**src/rtl/dma_fault_track.sv**
```systemverilog
module dma_fault_track #(
  parameter int NCH = 4,
  parameter int AW  = 32,
  parameter int CW  = $clog2(NCH)
) (
  input  logic           clk,
  input  logic           rst_n,
  input  logic           start_vld,
  input  logic [CW-1:0]  start_ch,
  input  logic [AW-1:0]  src_addr,
  input  logic [AW-1:0]  dst_addr,
  input  logic [1:0]     xfer_width,
  input  logic [CW-1:0]  act_ch,
  input  logic           tmo_err,
  input  logic           slv_err,
  input  logic           par_err,
  input  logic           periph_mode,
  input  logic [NCH-1:0] par_chk_en,
  input  logic [NCH-1:0] irq_en,
  input  logic           en_wr,
  input  logic [NCH-1:0] en_wdata,
  input  logic [NCH-1:0] sts_clr,
  output logic [NCH-1:0] ch_en,
  output logic [NCH-1:0] err_sts,
  output logic           irq
);

  logic [NCH-1:0] sts_q, en_q, err_hit, sts_d;
  logic [2:0]     amask;
  logic           misal, bus_hit;

  assign amask   = (3'b001 << xfer_width) - 3'b001;
  assign misal   = |((src_addr | dst_addr) & AW'(amask));
  assign bus_hit = tmo_err | slv_err | (par_err & par_chk_en[act_ch] & periph_mode);

  always_comb begin
    err_hit = '0;
    if (start_vld && misal) err_hit[start_ch] = 1'b1;
    if (bus_hit)            err_hit[act_ch]   = 1'b1;
  end

  assign sts_d = (sts_q & ~sts_clr) | err_hit;

  always_ff @(posedge clk) begin
    if (!rst_n) begin
      sts_q <= '0;
      en_q  <= '0;
    end else begin
      sts_q <= sts_d;
      en_q  <= (en_wr ? en_wdata : en_q) & ~sts_d;
    end
  end

  assign err_sts = sts_q;
  assign ch_en   = en_q;
  assign irq     = |(sts_q & irq_en);


  tmo_set_chk: assert property (@(posedge clk) disable iff (!rst_n)
    tmo_err |=> err_sts[$past(act_ch)]);


  align_set_chk: assert property (@(posedge clk) disable iff (!rst_n)
    (start_vld && xfer_width != 2'd0 && (src_addr[0] || dst_addr[0])) |=> err_sts[$past(start_ch)]);


  en_off_chk: assert property (@(posedge clk) disable iff (!rst_n)
    (err_sts & ch_en) == '0);


  sticky_chk: assert property (@(posedge clk) disable iff (!rst_n)
    (($past(err_sts) & ~$past(sts_clr)) & ~err_sts) == '0);


  irq_src_chk: assert property (@(posedge clk) disable iff (!rst_n)
    irq |-> (err_sts != '0));

endmodule

```
**config.mk**
```make
export PLATFORM = sky130hd
export DESIGN_NAME = dma_fault_track
export DESIGN_NICKNAME = d
export VERILOG_FILES = /design/src/rtl/dma_fault_track.sv
export SDC_FILE = /design/constraint.sdc
export NUM_CORES = 1
export LEC_CHECK = 0
export BUFFER_PORTS_ARGS = -buffer_cell sky130_fd_sc_hd__buf_2
export CAP_MARGIN = 10
export CORE_MARGIN = 5
export CORE_UTILIZATION = 23
export CTS_CLUSTER_DIAMETER = 80
export CTS_CLUSTER_SIZE = 8
export DETAILED_ROUTE_END_ITERATION = 8
export PLACE_DENSITY = 0.8
export REMOVE_ABC_BUFFERS = 1
export SYNTH_ARGS = -nofsm -noshare
export SYNTH_HDL_FRONTEND = slang
export SYNTH_SLANG_ARGS = --single-unit
export TNS_END_PERCENT = 30
```
**constraint.sdc**
```tcl
create_clock -name clk -period 1.7 [get_ports clk]
set_input_delay 0.34 -clock clk [delete_from_list [all_inputs] [get_ports clk]]
set_output_delay 0.34 -clock clk [all_outputs]
set_load 0.05 [all_outputs]
```
==> results.yml, run 1 <==
place:
  globalplace.congestion: 0.959
  dp.final_hpwl_um: 1390
  dp_cells: 122
  portBuffers: 44
timing:
  timing.final.max_slew_violations: 0
  rsz0062_at_grt: "false"
  slew_headroom: 0.740
  final.setup.tns_ns: 0
  hold_violations: 0
  final.setup_skew_ns: 0.000152
  finalSetupViolCount: 0
  maxClockFrequency_mhz: 713
  post_layout_minimum_cycle_time_ns: 1.40
  post-route-period-util: 0.825
  max_slew.worst_pin.slew_ns: 0.388
global_route:
  grt_first_pass_wirelength_um: 2530
  gr-usage-all-layers: 0.0991
  antenna_found_initial: 0
  grt_pass1_vias: 603
  maximum_number_of_pins_on_one_net_before_global_route_repair: 9
  overflow: 0
critical_path:
  nature_of_the_critical_path_startpoint: "input port"
  critPathSlowestCell: "sky130_fd_sc_hd__or4_4"
  path_class: "input port to flip-flop"
  critical_path.max_stage_delay_ns: 0.54
  cp.arrival_ns: 1.55
  path_cells: "buf_2 > or4_4 > o221ai_4 > o21bai_1 > and2_1"
  reg2regPathDepth: 4
  worst-path-max-fanout: 4
  worst_setup_path_end_kind: "flip-flop"
  data_required_time_of_the_critical_path_ns: 1.85
floorplanning:
  floorplan.die_area_um2: 3150
  floorplan.core_area_um2: 2000
  rows: 16
  chip_width_um: 56.1
  start_util: 0.244
  die_h_um: 56.1
  pin_count: 103
logic_synthesis:
  number_of_enable_flip_flop_cells_after_synthesis: 0
  netlist_instances: 51
  synth.avg_cell_area_um2: 9.59
  synth_top_cells_by_area: "sky130_fd_sc_hd__dfxtp_1, sky130_fd_sc_hd__o21a_1, sky130_fd_sc_hd__o221ai_4"
  ys_async_sr_fraction: 0
  share_of_the_synthesized_area_in_the_top_cell_type: 0.327
  yosys_warnings: 0
  total_standard_cell_area_after_synthesis_um2: 489
  postSynth.topFlopCell: "sky130_fd_sc_hd__dfxtp_1"
  synth-seq-cells: 8
  synth.largest_area_cell: "sky130_fd_sc_hd__dfxtp_1"
  synth_sequential_area_ratio: 0.327
  yosys.cell_types.count: 23
pwr:
  p_per_area_nw_per_um2: 697
  combinational_group_share_of_total_power: 0.346
  netSwitchingFraction: 0.338
  max-vdd-ir-drop_v: 0.000375
  power_report.internal_total_w: 0.000353
  power_frac_seq: 0.390
  lkg_pwr_nw: 0.371
  p_switching_w: 0.000180
  power.clock.fraction: 0.264
clock_tree:
  post_cts_resized: 0
  h-tree-depth: 1
  tritoncts_clock_tree: "built"
  worstSkewPairLatency_ns: 0.25
  cts.sink_count: 8
  cts-root-to-sink-buffers: 2
  cts_hold_buf: 0
  post-cts-setup-buffers: 0
  cts_buffers: 3
  root_buffer: "sky130_fd_sc_hd__clkbuf_4"
  clk_pin_slew_ns: 0.05
drt:
  dr_wl_met2_um: 677
  detail_route.wl_per_cell_um: 13.1
  wl_final_um: 1640
  routed.top_layer: "met3"
  post-route-drc-count: 0
  routed_via_density: 4.72
  via_count: 590
  drt-initial-drc-count: 18
  number_of_nets_with_antenna_violations_after_detailed_routing: 0
  drt_pass1_iterations: 4
  wl_met1_um: 720
  met3_layer_wire_length_in_the_routed_design_um: 239
hold_path:
  worstHoldPathType: "input port to flip-flop"
  timing.hold.worst_path_depth: 3
finish:
  syn_to_final_growth_pct: 56.5
  final_instance_count_without_filler_cells: 125
  num_antenna_cells: 0
  design.final.nets: 194
  fillCellCount: 223
  most-common-layout-cells: "sky130_fd_sc_hd__buf_2, sky130_fd_sc_hd__dfxtp_1, sky130_fd_sc_hd__nand2_1, sky130_fd_sc_hd__o21a_1, sky130_fd_sc_hd__inv_1"
  layout_commonest_cell: "sky130_fd_sc_hd__buf_2"
  layout_cells_sized_above_1: 0.551
status:
  status: "completed"
run:
  maxCapViolations: 0
-- synth_stat cells (2+ instances only) --
cell type and n:
sky130_fd_sc_hd__mux2i_1 2, sky130_fd_sc_hd__nor3b_1 2, sky130_fd_sc_hd__inv_1 4, sky130_fd_sc_hd__mux2_2 2, sky130_fd_sc_hd__o32ai_1 2, sky130_fd_sc_hd__a22oi_1 2, sky130_fd_sc_hd__o21a_1 5, sky130_fd_sc_hd__dfxtp_1 8
sky130_fd_sc_hd__nor3_1 3, sky130_fd_sc_hd__o211ai_1 2, sky130_fd_sc_hd__nand2_1 5, sky130_fd_sc_hd__a311oi_1 2, sky130_fd_sc_hd__nor3b_2 2
-- metrics by stage --
step           instance area, um2   util  setup WS, ns  hold slack [ns]  power, W
3_5_place_dp                  743  0.371        0.0409            0.561  0.000396
4_1_cts                       766  0.383         0.279            0.376  0.000540
2_1_floorplan                 489      -         0.195            0.457  0.000318
3_3_place_gp                  743  0.371        0.0599            0.545  0.000391
5_1_grt                       766  0.383         0.249            0.388  0.000565
6_report                      766  0.383         0.298            0.382  0.000534
-- final cells by class --
| type | instances | area (um2) | area share |
|---|---|---|---|
| tap | 27 | 33.8 | 0.0441 |
| multi-input combinational | 39 | 314 | 0.410 |
| clock buffer | 3 | 22.5 | 0.0294 |
| inverter | 4 | 15.0 | 0.0196 |
| timing repair buffer | 44 | 220 | 0.288 |
| sequential | 8 | 160 | 0.209 |
-- critical path: cells and delay by family --
| kind | cells | cell delay (ns) |
|---|---|---|
| simple gates | 2 | 0.72 |
| compound gates | 2 | 0.39 |
| buf+inv | 1 | 0.11 |
-- power groups by stage --
stage                     sequential, W  combinational (W)  clock (W)
after CTS                      0.000208           0.000186   0.000146
after global placement         0.000211           0.000179          0
after global routing           0.000210           0.000197   0.000159
after floorplan                0.000252          0.0000656          0
after detailed placement       0.000212           0.000185          0
final                          0.000208           0.000185   0.000141
-- cells by family after synthesis --
group | after synthesis | synth area share
AND/OR/NAND/NOR | 18 | 0.248
flip-flops | 8 | 0.327
buffers and inverters | 4 | 0.0307
multiplexers | 4 | 0.0870
AO/OA/AOI/OAI | 17 | 0.307
-- per-layer routing --
metal,GRT usage,up-vias
li1,-,292
met1,0.119,259
met2,0.152,39
met3,0.0510,0
met4,0.0305,0
met5,0,-
-- path summary, 6_finish.rpt --
kind	from	end	slack (ns)
max	dst_addr[0]	err_sts[3]	0.30
min reg2reg	ch_en[3]	ch_en[3]	0.57
min	rst_n	ch_en[0]	0.38
max reg2reg	err_sts[3]	err_sts[3]	0.69
-- flip-flops by register name (all words and copies together), names as in the netlist --
register / flops
ch_en: 4
err_sts: 4
Note: power is estimated with default switching activity, not from simulation.
==> inputs of run 2 (changes only) <==
CORE_UTILIZATION = 21   (was 23)
PLACE_DENSITY = 0.77   (was 0.8)
clock period = 1.2 ns   (was 1.7 ns; I/O delays follow)
==> run 2 against run 1 <==
Compared with the run above: the flow now finishes with violations (negative setup slack); non-clock buffer count did not move; sequential cell count unchanged; critical path depth stayed put; setup slack got worse by 0.33 ns; sequential share of layout area shrank 0.54 points; critical path type unchanged; power is 46% higher; global-route usage is 0.79 points higher; clock skew about the same; core utilization down 2.2 points; combinational power grew 49%; worst hold slack got worse by 0.11 ns.
==> results.yml, run 2 (synthesis results as in run 1) <==
status:
  status: "complete, but fails checks"
  violations: "negative setup slack"
timing:
  final_critical_path_setup_slack_ns: -0.0278
  post_layout_minimum_cycle_time_ns: 1.23
  finalSetupViolCount: 6
  timing.final.max_slew_violations: 0
  post-route-period-util: 1.02
  slew_headroom: 0.701
  hold_violations: 0
  rsz0062_at_grt: "true"
  max_slew.worst_pin.slew_ns: 0.448
  final.setup_skew_ns: 0.0000804
  maxClockFrequency_mhz: 814
critical_path:
  critPathSlowestCell: "sky130_fd_sc_hd__or4_4"
  nature_of_the_critical_path_startpoint: "input port"
  path_class: "input port to flip-flop"
  worst-path-max-fanout: 4
  path_cells: "buf_6 > or4_4 > o221ai_4 > nor3b_1 > o21a_1"
  r2r-end: "err_sts[3]"
  critical_path.max_stage_delay_ns: 0.54
  reg2reg_setup_slack_ns: 0.24
  reg2regPathDepth: 4
  crit-reg2reg-launch: "err_sts[3]"
  data_required_time_of_the_critical_path_ns: 1.34
  cp.arrival_ns: 1.37
  worst_setup_path_end_kind: "flip-flop"
drt:
  detail_route.wl_per_cell_um: 14.0
  routed_via_density: 4.60
  number_of_nets_with_antenna_violations_after_detailed_routing: 0
  via_count: 579
  wl_final_um: 1770
  post-route-drc-count: 0
  drt_pass1_iterations: 4
  drt-initial-drc-count: 20
clock_tree:
  clk_pin_slew_ns: 0.05
  root_buffer: "sky130_fd_sc_hd__clkbuf_4"
  tritoncts_clock_tree: "built"
  cts_hold_buf: 0
  cts.sink_count: 8
  h-tree-depth: 1
  cts-root-to-sink-buffers: 2
  worstSkewPairLatency_ns: 0.25
  cts_buffers: 3
  post-cts-setup-buffers: 0
run:
  maxCapViolations: 0
finish:
  multi_input_area_um2: 324
  design.final.nets: 194
  fin_util: 0.361
  fillCellCount: 242
  syn_to_final_growth_pct: 63.2
  num_antenna_cells: 0
  layout_cells_sized_above_1: 0.592
  layout_commonest_cell: "sky130_fd_sc_hd__buf_2"
  seq_area_um2: 163
  most-common-layout-cells: "sky130_fd_sc_hd__buf_2, sky130_fd_sc_hd__dfxtp_1, sky130_fd_sc_hd__nand2_1, sky130_fd_sc_hd__o21a_1, sky130_fd_sc_hd__inv_1"
floorplanning:
  start_util: 0.221
  floorplan.die_area_um2: 3390
  rows: 17
  chip_width_um: 58.3
  die_h_um: 58.3
  floorplan.core_area_um2: 2210
  pin_count: 103
hold_path:
  hold_end: "err_sts[0]"
  timing.hold.worst_path_depth: 2
  worstHoldPathType: "input port to flip-flop"
  min_from: "rst_n"
global_route:
  grt_first_pass_wirelength_um: 2710
  grt_pass1_vias: 602
  overflow: 0
  maximum_number_of_pins_on_one_net_before_global_route_repair: 9
  antenna_found_initial: 0
  gr-usage-all-layers: 0.107
place:
  portBuffers: 44
  dp.final_hpwl_um: 1480
  dpl_worst_slack_ns: -0.343
  globalplace.congestion: 0.837
pwr:
  p_per_area_nw_per_um2: 974
  lkg_pwr_nw: 0.377
  max-vdd-ir-drop_v: 0.000463
-- run 2: cell counts in the layout (fill, tap and decap cells not counted) --
No cell type changed its count.
-- run 2: final cells by class --
class | count | share of cell area
Timing Repair Buffer | 44 | 0.299
Inverter | 4 | 0.0188
Sequential cell | 8 | 0.204
Clock buffer | 3 | 0.0282
Multi-Input combinational cell | 39 | 0.406
Tap cell | 28 | 0.0439
-- run 2: per-layer routing --
metal	vias up	track usage	wire length (um)
met4	0	0.0695	33
met1	250	0.126	777
met3	4	0.0356	187
met5	-	0	0
met2	33	0.164	767
li1	292	-	-
-- run 2: where the power goes --
| group | total (W) | internal (W) | switching, W | leakage, nW |
|---|---|---|---|---|
| clock network | 0.000205 | 0.000114 | 0.0000905 | 0.0138 |
| logic | 0.000275 | 0.000115 | 0.000160 | 0.297 |
| registers | 0.000297 | 0.000284 | 0.0000131 | 0.0665 |
-- run 2: per-stage QoR --
stage	hold slack [ns]	setup TNS (ns)	instances	power [W]	cell area, um2
after CTS	0.267	-0.0735	126	0.000787	785
final	0.270	-0.123	126	0.000778	798
after global placement	0.534	-2.22	123	0.000557	744
after floorplan	0.357	-1.22	51	0.000450	489
after global routing	0.274	-0.478	126	0.000821	798
after detailed placement	0.539	-2.50	123	0.000563	744
-- run 2: worst max-delay path by stage --
| stage | from | to | slack (ns) | depth (start not counted) |
|---|---|---|---|---|
| after floorplan | err_sts[1] | irq | -0.21 | 2 |
| after global placement | dst_addr[0] | err_sts[3] | -0.31 | 5 |
| after detailed placement | dst_addr[0] | ch_en[2] | -0.34 | 5 |
| after CTS | err_sts[1] | irq | -0.05 | 3 |
| after global routing | err_sts[0] | irq | -0.08 | 3 |
| final | dst_addr[1] | err_sts[1] | -0.03 | 5 |
-- run 2: critical path: cells and delay by family --
kind / cells / cell delay (ns)
and+or+nand+nor: 2 / 0.64
AOI/OAI and AO/OA: 2 / 0.40
buffers and inverters: 1 / 0.09
-- run 2: timing repair --
item	4_1_cts	5_1_grt
endpoints found under the setup margin	9	9
pin swaps	6	6
resized for setup	5	3
